<file path="src/rtl/ocu_pkg.sv">
package ocu_pkg;
  localparam int CNT_W    = 16;
  localparam int BYTE_W   = 8;
  localparam int CH_N     = 5;
  localparam int ADDR_W   = 4;
  // byte address map
  localparam int A_CNT_HI = 0;
  localparam int A_CNT_LO = 1;
  localparam int A_CMP0   = 2;   // channel i high byte at A_CMP0+2i, low byte next
  localparam int A_MASK   = 12;
  localparam int A_FLAG   = 13;
endpackage

</file>
<file path="src/rtl/ocu_counter.sv">
module ocu_counter #(
  parameter int CNT_W  = 16,
  parameter int BYTE_W = 8
) (
  input  logic              clk,
  input  logic              rst,
  input  logic              tick,
  input  logic              snap,
  output logic [CNT_W-1:0]  cnt_q,
  output logic [CNT_W-1:0]  cnt_nxt,
  output logic [BYTE_W-1:0] lo_hold
);
  assign cnt_nxt = cnt_q + CNT_W'(1);

  always_ff @(posedge clk) begin
    if (rst) begin
      cnt_q   <= '0;
      lo_hold <= '0;
    end else begin
      if (tick) cnt_q <= cnt_nxt;
      if (snap) lo_hold <= cnt_q[BYTE_W-1:0];
    end
  end

  a_r1_advance: assert property (@(posedge clk) disable iff (rst)
    tick |=> cnt_q == $past(cnt_q) + CNT_W'(1));
  a_r1_hold: assert property (@(posedge clk) disable iff (rst)
    !tick |=> $stable(cnt_q));
  a_r2_capture: assert property (@(posedge clk) disable iff (rst)
    snap |=> lo_hold == $past(cnt_q[BYTE_W-1:0]));
  a_r2_keep: assert property (@(posedge clk) disable iff (rst)
    !snap |=> $stable(lo_hold));
endmodule

</file>
<file path="src/rtl/ocu_channel.sv">
module ocu_channel #(
  parameter int               CNT_W   = 16,
  parameter int               BYTE_W  = 8,
  parameter logic [CNT_W-1:0] RST_VAL = '1
) (
  input  logic              clk,
  input  logic              rst,
  input  logic              wr_hi,
  input  logic              wr_lo,
  input  logic [BYTE_W-1:0] wdata,
  input  logic              tick,
  input  logic [CNT_W-1:0]  cnt_nxt,
  output logic [CNT_W-1:0]  cmp_q,
  output logic              hit
);
  localparam int HI_W = CNT_W - BYTE_W;

  logic [HI_W-1:0] hi_stage;

  always_ff @(posedge clk) begin
    if (rst) begin
      hi_stage <= RST_VAL[CNT_W-1:BYTE_W];
      cmp_q    <= RST_VAL;
    end else begin
      if (wr_hi) hi_stage <= wdata[HI_W-1:0];
      if (wr_lo) cmp_q    <= {hi_stage, wdata};
    end
  end

  // match when the coming tick lands the counter on the compare value
  assign hit = tick && (cnt_nxt == cmp_q);

  a_r3_staged: assert property (@(posedge clk) disable iff (rst)
    !wr_lo |=> $stable(cmp_q));
  a_r3_load: assert property (@(posedge clk) disable iff (rst)
    wr_lo |=> cmp_q[BYTE_W-1:0] == $past(wdata));
endmodule

</file>
<file path="src/rtl/ocu_flags.sv">
module ocu_flags #(
  parameter int REG_W = 8,
  parameter int CH_N  = 5
) (
  input  logic             clk,
  input  logic             rst,
  input  logic [CH_N-1:0]  hit,
  input  logic             wr_mask,
  input  logic             wr_flag,
  input  logic [REG_W-1:0] wdata,
  output logic [REG_W-1:0] mask_q,
  output logic [REG_W-1:0] flag_q,
  output logic             irq_q
);
  logic [REG_W-1:0] set_vec;
  logic [REG_W-1:0] clr_vec;

  // channel 1 sits in the top bit, later channels below it
  always_comb begin
    set_vec = '0;
    for (int i = 0; i < CH_N; i++) set_vec[REG_W-1-i] = hit[i];
  end

  assign clr_vec = wr_flag ? wdata : '0;

  always_ff @(posedge clk) begin
    if (rst) begin
      mask_q <= '0;
      flag_q <= '0;
      irq_q  <= 1'b0;
    end else begin
      if (wr_mask) mask_q <= wdata;
      flag_q <= (flag_q & ~clr_vec) | set_vec;   // a match beats a clear
      irq_q  <= |(flag_q & mask_q);
    end
  end

  for (genvar g = 0; g < CH_N; g++) begin : g_chk
    a_r4_set: assert property (@(posedge clk) disable iff (rst)
      hit[g] |=> flag_q[REG_W-1-g]);
  end
  for (genvar b = 0; b < REG_W; b++) begin : g_keep
    a_r5_sticky: assert property (@(posedge clk) disable iff (rst)
      (flag_q[b] && !(wr_flag && wdata[b])) |=> flag_q[b]);
  end
  a_r8_raise: assert property (@(posedge clk) disable iff (rst)
    (|(flag_q & mask_q)) |=> irq_q);
  a_r8_drop: assert property (@(posedge clk) disable iff (rst)
    !(|(flag_q & mask_q)) |=> !irq_q);
endmodule

</file>
<file path="src/rtl/ocu_timer.sv">
module ocu_timer
  import ocu_pkg::*;
#(
  parameter int P_CNT_W  = CNT_W,
  parameter int P_BYTE_W = BYTE_W,
  parameter int P_CH_N   = CH_N,
  parameter int P_ADDR_W = ADDR_W
) (
  input  logic                clk,
  input  logic                rst,
  input  logic                tick,
  input  logic                bus_sel,
  input  logic                bus_wr,
  input  logic [P_ADDR_W-1:0] bus_addr,
  input  logic [P_BYTE_W-1:0] bus_wdata,
  output logic [P_BYTE_W-1:0] bus_rdata,
  output logic                irq
);
  logic                rd_req, wr_req;
  logic [P_CNT_W-1:0]  cnt_q, cnt_nxt;
  logic [P_BYTE_W-1:0] lo_hold;
  logic [P_CNT_W-1:0]  cmp_arr [P_CH_N];
  logic [P_CH_N-1:0]   hit;
  logic [P_BYTE_W-1:0] mask_q, flag_q;
  logic [P_BYTE_W-1:0] rd_mux;
  int                  a_int;

  assign rd_req = bus_sel && !bus_wr;
  assign wr_req = bus_sel && bus_wr;
  assign a_int  = int'(bus_addr);

  ocu_counter #(.CNT_W(P_CNT_W), .BYTE_W(P_BYTE_W)) u_cnt (
    .clk(clk), .rst(rst), .tick(tick),
    .snap(rd_req && a_int == A_CNT_HI),
    .cnt_q(cnt_q), .cnt_nxt(cnt_nxt), .lo_hold(lo_hold)
  );

  for (genvar g = 0; g < P_CH_N; g++) begin : g_ch
    ocu_channel #(.CNT_W(P_CNT_W), .BYTE_W(P_BYTE_W)) u_ch (
      .clk(clk), .rst(rst),
      .wr_hi(wr_req && a_int == A_CMP0 + 2*g),
      .wr_lo(wr_req && a_int == A_CMP0 + 2*g + 1),
      .wdata(bus_wdata), .tick(tick), .cnt_nxt(cnt_nxt),
      .cmp_q(cmp_arr[g]), .hit(hit[g])
    );
  end

  ocu_flags #(.REG_W(P_BYTE_W), .CH_N(P_CH_N)) u_flags (
    .clk(clk), .rst(rst), .hit(hit),
    .wr_mask(wr_req && a_int == A_MASK),
    .wr_flag(wr_req && a_int == A_FLAG),
    .wdata(bus_wdata), .mask_q(mask_q), .flag_q(flag_q), .irq_q(irq)
  );

  always_comb begin
    rd_mux = '0;
    if (a_int == A_CNT_HI)      rd_mux = cnt_q[P_CNT_W-1 -: P_BYTE_W];
    else if (a_int == A_CNT_LO) rd_mux = lo_hold;
    else if (a_int == A_MASK)   rd_mux = mask_q;
    else if (a_int == A_FLAG)   rd_mux = flag_q;
    for (int i = 0; i < P_CH_N; i++) begin
      if (a_int == A_CMP0 + 2*i)     rd_mux = cmp_arr[i][P_CNT_W-1 -: P_BYTE_W];
      if (a_int == A_CMP0 + 2*i + 1) rd_mux = cmp_arr[i][P_BYTE_W-1:0];
    end
  end

  always_ff @(posedge clk) begin
    if (rst)         bus_rdata <= '0;
    else if (rd_req) bus_rdata <= rd_mux;
  end

  a_r11_hold: assert property (@(posedge clk) disable iff (rst)
    !rd_req |=> $stable(bus_rdata));
endmodule

</file>
<file path="config.mk">
export PLATFORM = sky130hd
export DESIGN_NAME = ocu_timer
export DESIGN_NICKNAME = d
export VERILOG_FILES = /design/src/rtl/ocu_pkg.sv /design/src/rtl/ocu_counter.sv /design/src/rtl/ocu_channel.sv /design/src/rtl/ocu_flags.sv /design/src/rtl/ocu_timer.sv
export SDC_FILE = /design/constraint.sdc
export NUM_CORES = 1
export LEC_CHECK = 0
export BUFFER_PORTS_ARGS = -buffer_cell sky130_fd_sc_hd__buf_2
export CAP_MARGIN = 5
export CORE_MARGIN = 4
export CORE_UTILIZATION = 50
export CTS_CLUSTER_SIZE = 14
export DETAILED_ROUTE_END_ITERATION = 7
export PLACE_DENSITY = 0.66
export SLEW_MARGIN = 20
export SYNTH_ARGS = -nofsm -noshare
export SYNTH_HDL_FRONTEND = slang
export SYNTH_SLANG_ARGS = --single-unit
</file>
<file path="constraint.sdc">
create_clock -name clk -period 2.95 [get_ports clk]
set_clock_uncertainty 0.15 [all_clocks]
set_input_delay 0.59 -clock clk [delete_from_list [all_inputs] [get_ports clk]]
set_output_delay 0.59 -clock clk [all_outputs]
set_load 0.01 [all_outputs]
</file>
==> results.json, run 1 <==
{
  "synthFlopType": "dfxtp_1",
  "worstMarginPinSlew_ps": 787,
  "initial_core_util": 0.512,
  "finalCritPeriodShare": 0.894,
  "synth_area_leader_cell": "dfxtp_1",
  "dieArea_mm2": 0.0215,
  "clk_pin_slew_ps": 80,
  "drc": 0,
  "ys_warn_count": 0,
  "startpoint": "u_cnt.cnt_q[2]",
  "drt_wl_total_um": 34700,
  "whs_ps": 303,
  "clk_latency_ps": 450,
  "arrival_ps": 2840,
  "crit_required_ps": 3160,
  "portBuffers": 25,
  "powerDensity_mw_per_mm2": 471,
  "cts_resized": 0,
  "dpl_cell_area_mm2": 0.0103,
  "grt_pass1_wl_um": 51800,
  "tns_ps": 0,
  "hold_viol_final": 0,
  "hold_depth": 1,
  "post_cts_buffers": 0,
  "timing.final.max_slew_violations": 0,
  "ys_ff_latch": 169,
  "drv_cap": 0,
  "reg2reg_depth": 8,
  "end_kind": "flip-flop",
  "synth_edf_count": 0,
  "max_freq_mhz": 379,
  "min_from": "g_ch[4].u_ch.hi_stage[0]",
  "dieWidth_um": 147,
  "nets": 1171,
  "cts_tree": "built",
  "r2r_slack_ps": 310,
  "gp_congestion": 1.05,
  "rsz0062_at_grt": "no",
  "grt.overflow.total": 0,
  "synth_cell_types": 73,
  "synth_area_leaders": "dfxtp_1, a211o_1, nor2b_1",
  "clkSinkCount": 169,
  "antenna_found_initial": 0,
  "synth-seq-area-share": 0.352,
  "cts-buffers-inserted": 17,
  "grt_util_all_layers": 0.318,
  "die_h_um": 147,
  "hold_path_class": "reg2reg",
  "r2r-start": "u_cnt.cnt_q[2]",
  "finalInstanceArea_mm2": 0.0109,
  "slew_headroom": 0.475,
  "setup_viol": 0,
  "outcome": "complete, no violations",
  "whs_endpoint": "g_ch[4].u_ch.cmp_q[8]",
  "synthArstFlopShare": 0,
  "syn-num-nets": 1145,
  "num_rows": 50,
  "yosysTopAreaCellShare": 0.352,
  "mostFrequentLayoutCells": "dfxtp_1, nor2b_1, a211o_1",
  "peakVddDrop_uv": 365,
  "cts_root_buf": "clkbuf_16",
  "drive_gt1_frac": 0.142,
  "n_antenna_cell": 0,
  "vias": 8820,
  "p_leak_nw": 3.87,
  "num_io_pins": 26,
  "grt_pass1_vias": 8102,
  "worst_r2r_endpoint": "u_flags.flag_q[7]",
  "cts.path.max_buffers": 2,
  "routedWlPerCell_um": 24.8,
  "fin_crit_ps": 2640,
  "cts_hold_buffers": 0,
  "worstPathMaxFanout": 8,
  "drtAntennaViolNets": 0,
  "cts_htree_levels": 4,
  "drtIter0Drc": 1101,
  "grt_max_degree": 171,
  "mostFrequentLayoutCell": "dfxtp_1",
  "dp_hpwl_um": 24800,
  "critPathKind": "reg2reg",
  "netlist_instances": 1127,
  "avgSynthCellArea_um2": 8.52,
  "core_area_mm2": 0.0188,
  "cp-start-kind": "flip-flop",
  "route.detailed.vias_per_inst": 6.30,
  "syn_area_mm2": 0.00960,
  "nFillCells": 1713,
  "dr.pass1.iters": 7,
  "area_growth_pct": 13.9
}
-- registers in the layout, summed over array words and instances, names as in the netlist --
register	count
u_flags.flag_q	8
u_flags.irq_q	1
u_cnt.lo_hold	8
g_ch.u_ch.cmp_q	80
g_ch.u_ch.hi_stage	40
bus_rdata	8
u_cnt.cnt_q	16
u_flags.mask_q	8
-- synth_stat cells, drive strengths merged (7+ instances only) --
library cell / count
buf: 28
a211oi: 12
a21oi: 41
o21ai: 53
nor2: 88
inv: 11
nand2b: 16
nand3b: 9
xor2: 42
o22ai: 11
mux2i: 32
a211o: 124
nand3: 23
nor3: 27
and3: 7
xnor2: 53
nor4: 11
a2111oi: 10
clkbuf: 69
nand2: 64
a22oi: 15
nor2b: 127
dfxtp: 169
nand4: 15
-- metal layers --
metal / routed length (µm) / global-route usage
met3: 2390 / 0.0466
met1: 16200 / 0.465
met5: 0 / 0
met4: 1180 / 0.113
met2: 15000 / 0.477
-- where the power goes --
group | internal, mW | switching, mW
clock | 1.16 | 1.15
combinational | 0.173 | 0.311
sequential | 2.31 | 0.0394
total | 3.64 | 1.50
-- logic make-up after synthesis --
kind of cell / synth area share
adders and majority gates: 0.00130
AOI/OAI and AO/OA: 0.238
and+or+nand+nor: 0.238
xor gates and xnor gates: 0.0882
DFF: 0.352
muxes: 0.0345
buffers and inverters: 0.0470
-- worst max-delay path by stage --
stage,endpoint,slack (ps)
finish,u_flags.flag_q[7],310
detailed placement,bus_rdata[0],110
floorplan,u_flags.flag_q[4],460
global route,u_flags.flag_q[5],110
CTS,u_flags.flag_q[7],340
global placement,bus_rdata[0],100
-- metrics by stage --
| step | power (mW) | instances | setup slack [ps] | util |
|---|---|---|---|---|
| 3_3_place_gp | 2.88 | 1368 | 101 | 0.550 |
| 3_5_place_dp | 2.87 | 1368 | 115 | 0.550 |
| 2_1_floorplan | 2.68 | 1127 | 458 | - |
| 4_1_cts | 5.18 | 1400 | 340 | 0.583 |
| 5_1_grt | 5.31 | 1400 | 110 | 0.583 |
| 6_report | 5.15 | 1400 | 313 | 0.583 |
-- cell type report --
cell class | count | area, µm² | share of cell area
tap | 234 | 293 | 0.0268
sequential | 169 | 3380 | 0.309
multi-input combinational | 850 | 5790 | 0.530
clock buffer | 17 | 425 | 0.0389
clock inverter | 15 | 190 | 0.0174
timing repair buffer | 104 | 808 | 0.0739
inverter | 11 | 41.3 | 0.00378
-- worst max-delay path, cell delays in order (launching register included) --
cell and delay [ps]:
dfxtp_1 540, nand4_4 300, nor4_4 380, buf_4 190
xnor2_1 180, nor2_1 80, nor4_1 390, nand4_1 160
o31ai_1 190
(Power assumes the default switching activity.)
==> inputs of run 2 (changes only) <==
--- a/config.mk
+++ b/config.mk
@@ -5,12 +5,14 @@
 export SDC_FILE = /design/constraint.sdc
 export NUM_CORES = 1
 export LEC_CHECK = 0
+export ABC_AREA = 1
 export BUFFER_PORTS_ARGS = -buffer_cell sky130_fd_sc_hd__buf_2
 export CAP_MARGIN = 5
 export CORE_MARGIN = 4
 export CORE_UTILIZATION = 50
 export CTS_CLUSTER_SIZE = 14
 export DETAILED_ROUTE_END_ITERATION = 7
+export GPL_TIMING_DRIVEN = 0
 export PLACE_DENSITY = 0.66
 export SLEW_MARGIN = 20
 export SYNTH_ARGS = -nofsm -noshare
==> results.json, run 2 <==
{
  "avgSynthCellArea_um2": 6.80,
  "synthFlopType": "dfxtp_1",
  "yosysTopAreaCellShare": 0.401,
  "whs_endpoint": "g_ch[1].u_ch.cmp_q[1]",
  "route.detailed.vias_per_inst": 5.81,
  "hold_path_class": "in2reg",
  "critPathKind": "reg2reg",
  "nets": 1303,
  "vias": 8813,
  "finalInstanceArea_mm2": 0.00943,
  "hold_viol_final": 0,
  "mostFrequentLayoutCell": "nand2_1",
  "cts.path.max_buffers": 2,
  "cts_root_buf": "clkbuf_16",
  "cp-start-kind": "flip-flop",
  "r2r_slack_ps": 160,
  "ys_ff_latch": 169,
  "slew_headroom": 0.201,
  "grt_max_degree": 17,
  "reg2reg_depth": 9,
  "rsz0062_at_grt": "no",
  "syn_area_mm2": 0.00843,
  "die_h_um": 138,
  "area_growth_pct": 11.8,
  "clk_pin_slew_ps": 70,
  "crit_family": "XOR/XNOR gates",
  "synth_area_leaders": "dfxtp_1, nand2_1, nand3_1",
  "dieArea_mm2": 0.0190,
  "dieWidth_um": 138,
  "dpl_worst_slack_ps": -24.5,
  "worstMarginPinSlew_ps": 1190,
  "core_area_mm2": 0.0166,
  "portBuffers": 24,
  "tns_ps": 0,
  "fin_crit_ps": 2790,
  "initial_core_util": 0.509,
  "clk_latency_ps": 440,
  "grt_pass1_wl_um": 47500,
  "largestRegisters": "g_ch.u_ch.cmp_q (80), g_ch.u_ch.hi_stage (40), u_cnt.cnt_q (16)",
  "min_from": "bus_wdata[1]",
  "cts_htree_levels": 4,
  "largest-register": "g_ch.u_ch.cmp_q",
  "fin_ws_ps": 155,
  "netlist_instances": 1241,
  "antenna_found_initial": 0,
  "ys_warn_count": 0,
  "synth.most_common_cell": "nand2_1",
  "synth-seq-area-share": 0.401,
  "outcome": "finished, violations left",
  "setup_viol": 0,
  "gp_congestion": 1.01,
  "mostFrequentLayoutCells": "nand2_1, dfxtp_1, inv_1",
  "synth_edf_count": 0,
  "dp_hpwl_um": 23300,
  "hold_depth": 3,
  "peakVddDrop_uv": 439,
  "synth_common_cells": "nand2_1, dfxtp_1, inv_1",
  "synth_cell_types": 34,
  "path_cells": "buf_2 > nand3_2 > xor2_1 > xor2_1 > nor2_1 > nand3_1 > nor2_1 > nand4_1 > a21oi_1",
  "end_kind": "flip-flop",
  "drc": 2,
  "drtIter0Drc": 1150,
  "finalCritPeriodShare": 0.947,
  "synthArstFlopShare": 0,
  "drive_gt1_frac": 0.0755,
  "synth_area_leader_cell": "dfxtp_1",
  "grt_util_all_layers": 0.344,
  "largest_register_ffs": 80,
  "seq_area_mm2": 0.00338,
  "drv_cap": 0,
  "startpoint": "u_cnt.cnt_q[0]",
  "num_io_pins": 26,
  "violations": "design-rule violations",
  "crit_required_ps": 3170,
  "routedWlPerCell_um": 21.1,
  "cts-buffers-inserted": 17,
  "timing.final.max_slew_violations": 0,
  "drtAntennaViolNets": 0,
  "multiInputGateArea_mm2": 0.00431,
  "clkSinkCount": 169,
  "max_freq_mhz": 358,
  "syn-num-nets": 1259,
  "drt_wl_total_um": 32100,
  "cts_tree": "built",
  "n_antenna_cell": 0,
  "worstPathMaxFanout": 8,
  "worst_r2r_endpoint": "u_flags.flag_q[7]",
  "cp_slowest_cell": "xor2_1",
  "p_leak_nw": 4.47,
  "grt_pass1_vias": 7922,
  "cp_slowest_stage_delay_ps": 950,
  "crit_buf_inv": 1,
  "dr.pass1.iters": 8,
  "total_power_mw": 5.21,
  "r2r-start": "u_cnt.cnt_q[0]",
  "nFillCells": 1677,
  "path_depth": 9,
  "arrival_ps": 3020,
  "num_rows": 47,
  "dpl_cell_area_mm2": 0.00883,
  "powerDensity_mw_per_mm2": 552,
  "grt.overflow.total": 0
}
[run 2: cell count changes after synthesis, sizes merged, moves of 20 or more]
cell	before	now
o21ai	53	85
nand3	23	113
mux2i	32	0
nand2	64	339
o211ai	1	53
a211o	124	0
xnor2	53	7
nor2b	127	0
clkbuf	69	40
nor2	88	108
inv	11	143
a21oi	41	92
[run 2: layer usage]
metal	vias up	GRT usage	share of wire
met5	-	0	0
met4	0	0.173	0.053
met3	104	0.0831	0.098
met2	464	0.531	0.45
met1	4090	0.449	0.40
li1	4155	-	-
[run 2: stage by stage]
| step | cells | hold slack (ps) | utilization |
|---|---|---|---|
| detailed placement | 1485 | 293 | 0.532 |
| finish | 1518 | 284 | 0.569 |
| global placement | 1485 | 291 | 0.532 |
| floorplan | 1241 | 279 | - |
| global route | 1518 | 290 | 0.569 |
| CTS | 1517 | 276 | 0.568 |
[run 2: worst max-delay path by stage]
stage | endpoint | slack (ps)
finish | u_flags.flag_q[7] | 160
global placement | g_ch[3].u_ch.hi_stage[0] | -60
CTS | u_flags.flag_q[4] | 140
floorplan | g_ch[1].u_ch.hi_stage[5] | 880
global route | u_flags.flag_q[4] | 90
detailed placement | g_ch[3].u_ch.hi_stage[0] | -20
[run 2: area by class of cell]
| class | instances | share of cell area |
|---|---|---|
| repair buffers | 25 | 0.0135 |
| flip-flops and latches | 169 | 0.359 |
| inverters | 146 | 0.0581 |
| plain buffers | 49 | 0.0207 |
| clock buffers | 17 | 0.0451 |
| well taps | 220 | 0.0292 |
| clock inverters | 15 | 0.0175 |
| multi-input cells | 877 | 0.457 |
[run 2: power by group]
group | switching [mW] | leakage [nW] | internal, mW
logic | 0.409 | 2.81 | 0.138
clock network | 1.03 | 0.288 | 1.26
registers | 0.0383 | 1.37 | 2.33
[run 2: cells by family after synthesis]
family,Yosys count,synth area share
XOR/XNOR,38,0.0404
flip-flops,169,0.401
AND/OR/NAND/NOR,601,0.307
AO/OA/AOI/OAI,237,0.162
adder cells (fa/ha/maj),1,0.00148
buffers and inverters,195,0.0881
[run 2: tightest hold or removal path: stages]
cell	delay, ps
buf_2	120
a21oi_1	70
o21ai_0	60
[run 2: repair_timing]
item / 4_1_cts / 5_1_grt
hold buffers: 0 / 0
resized for setup: 0 / 0
setup buffers: 0 / 1
setup endpoints to repair: 0 / 2
endpoints found under the hold margin: 0 / 0
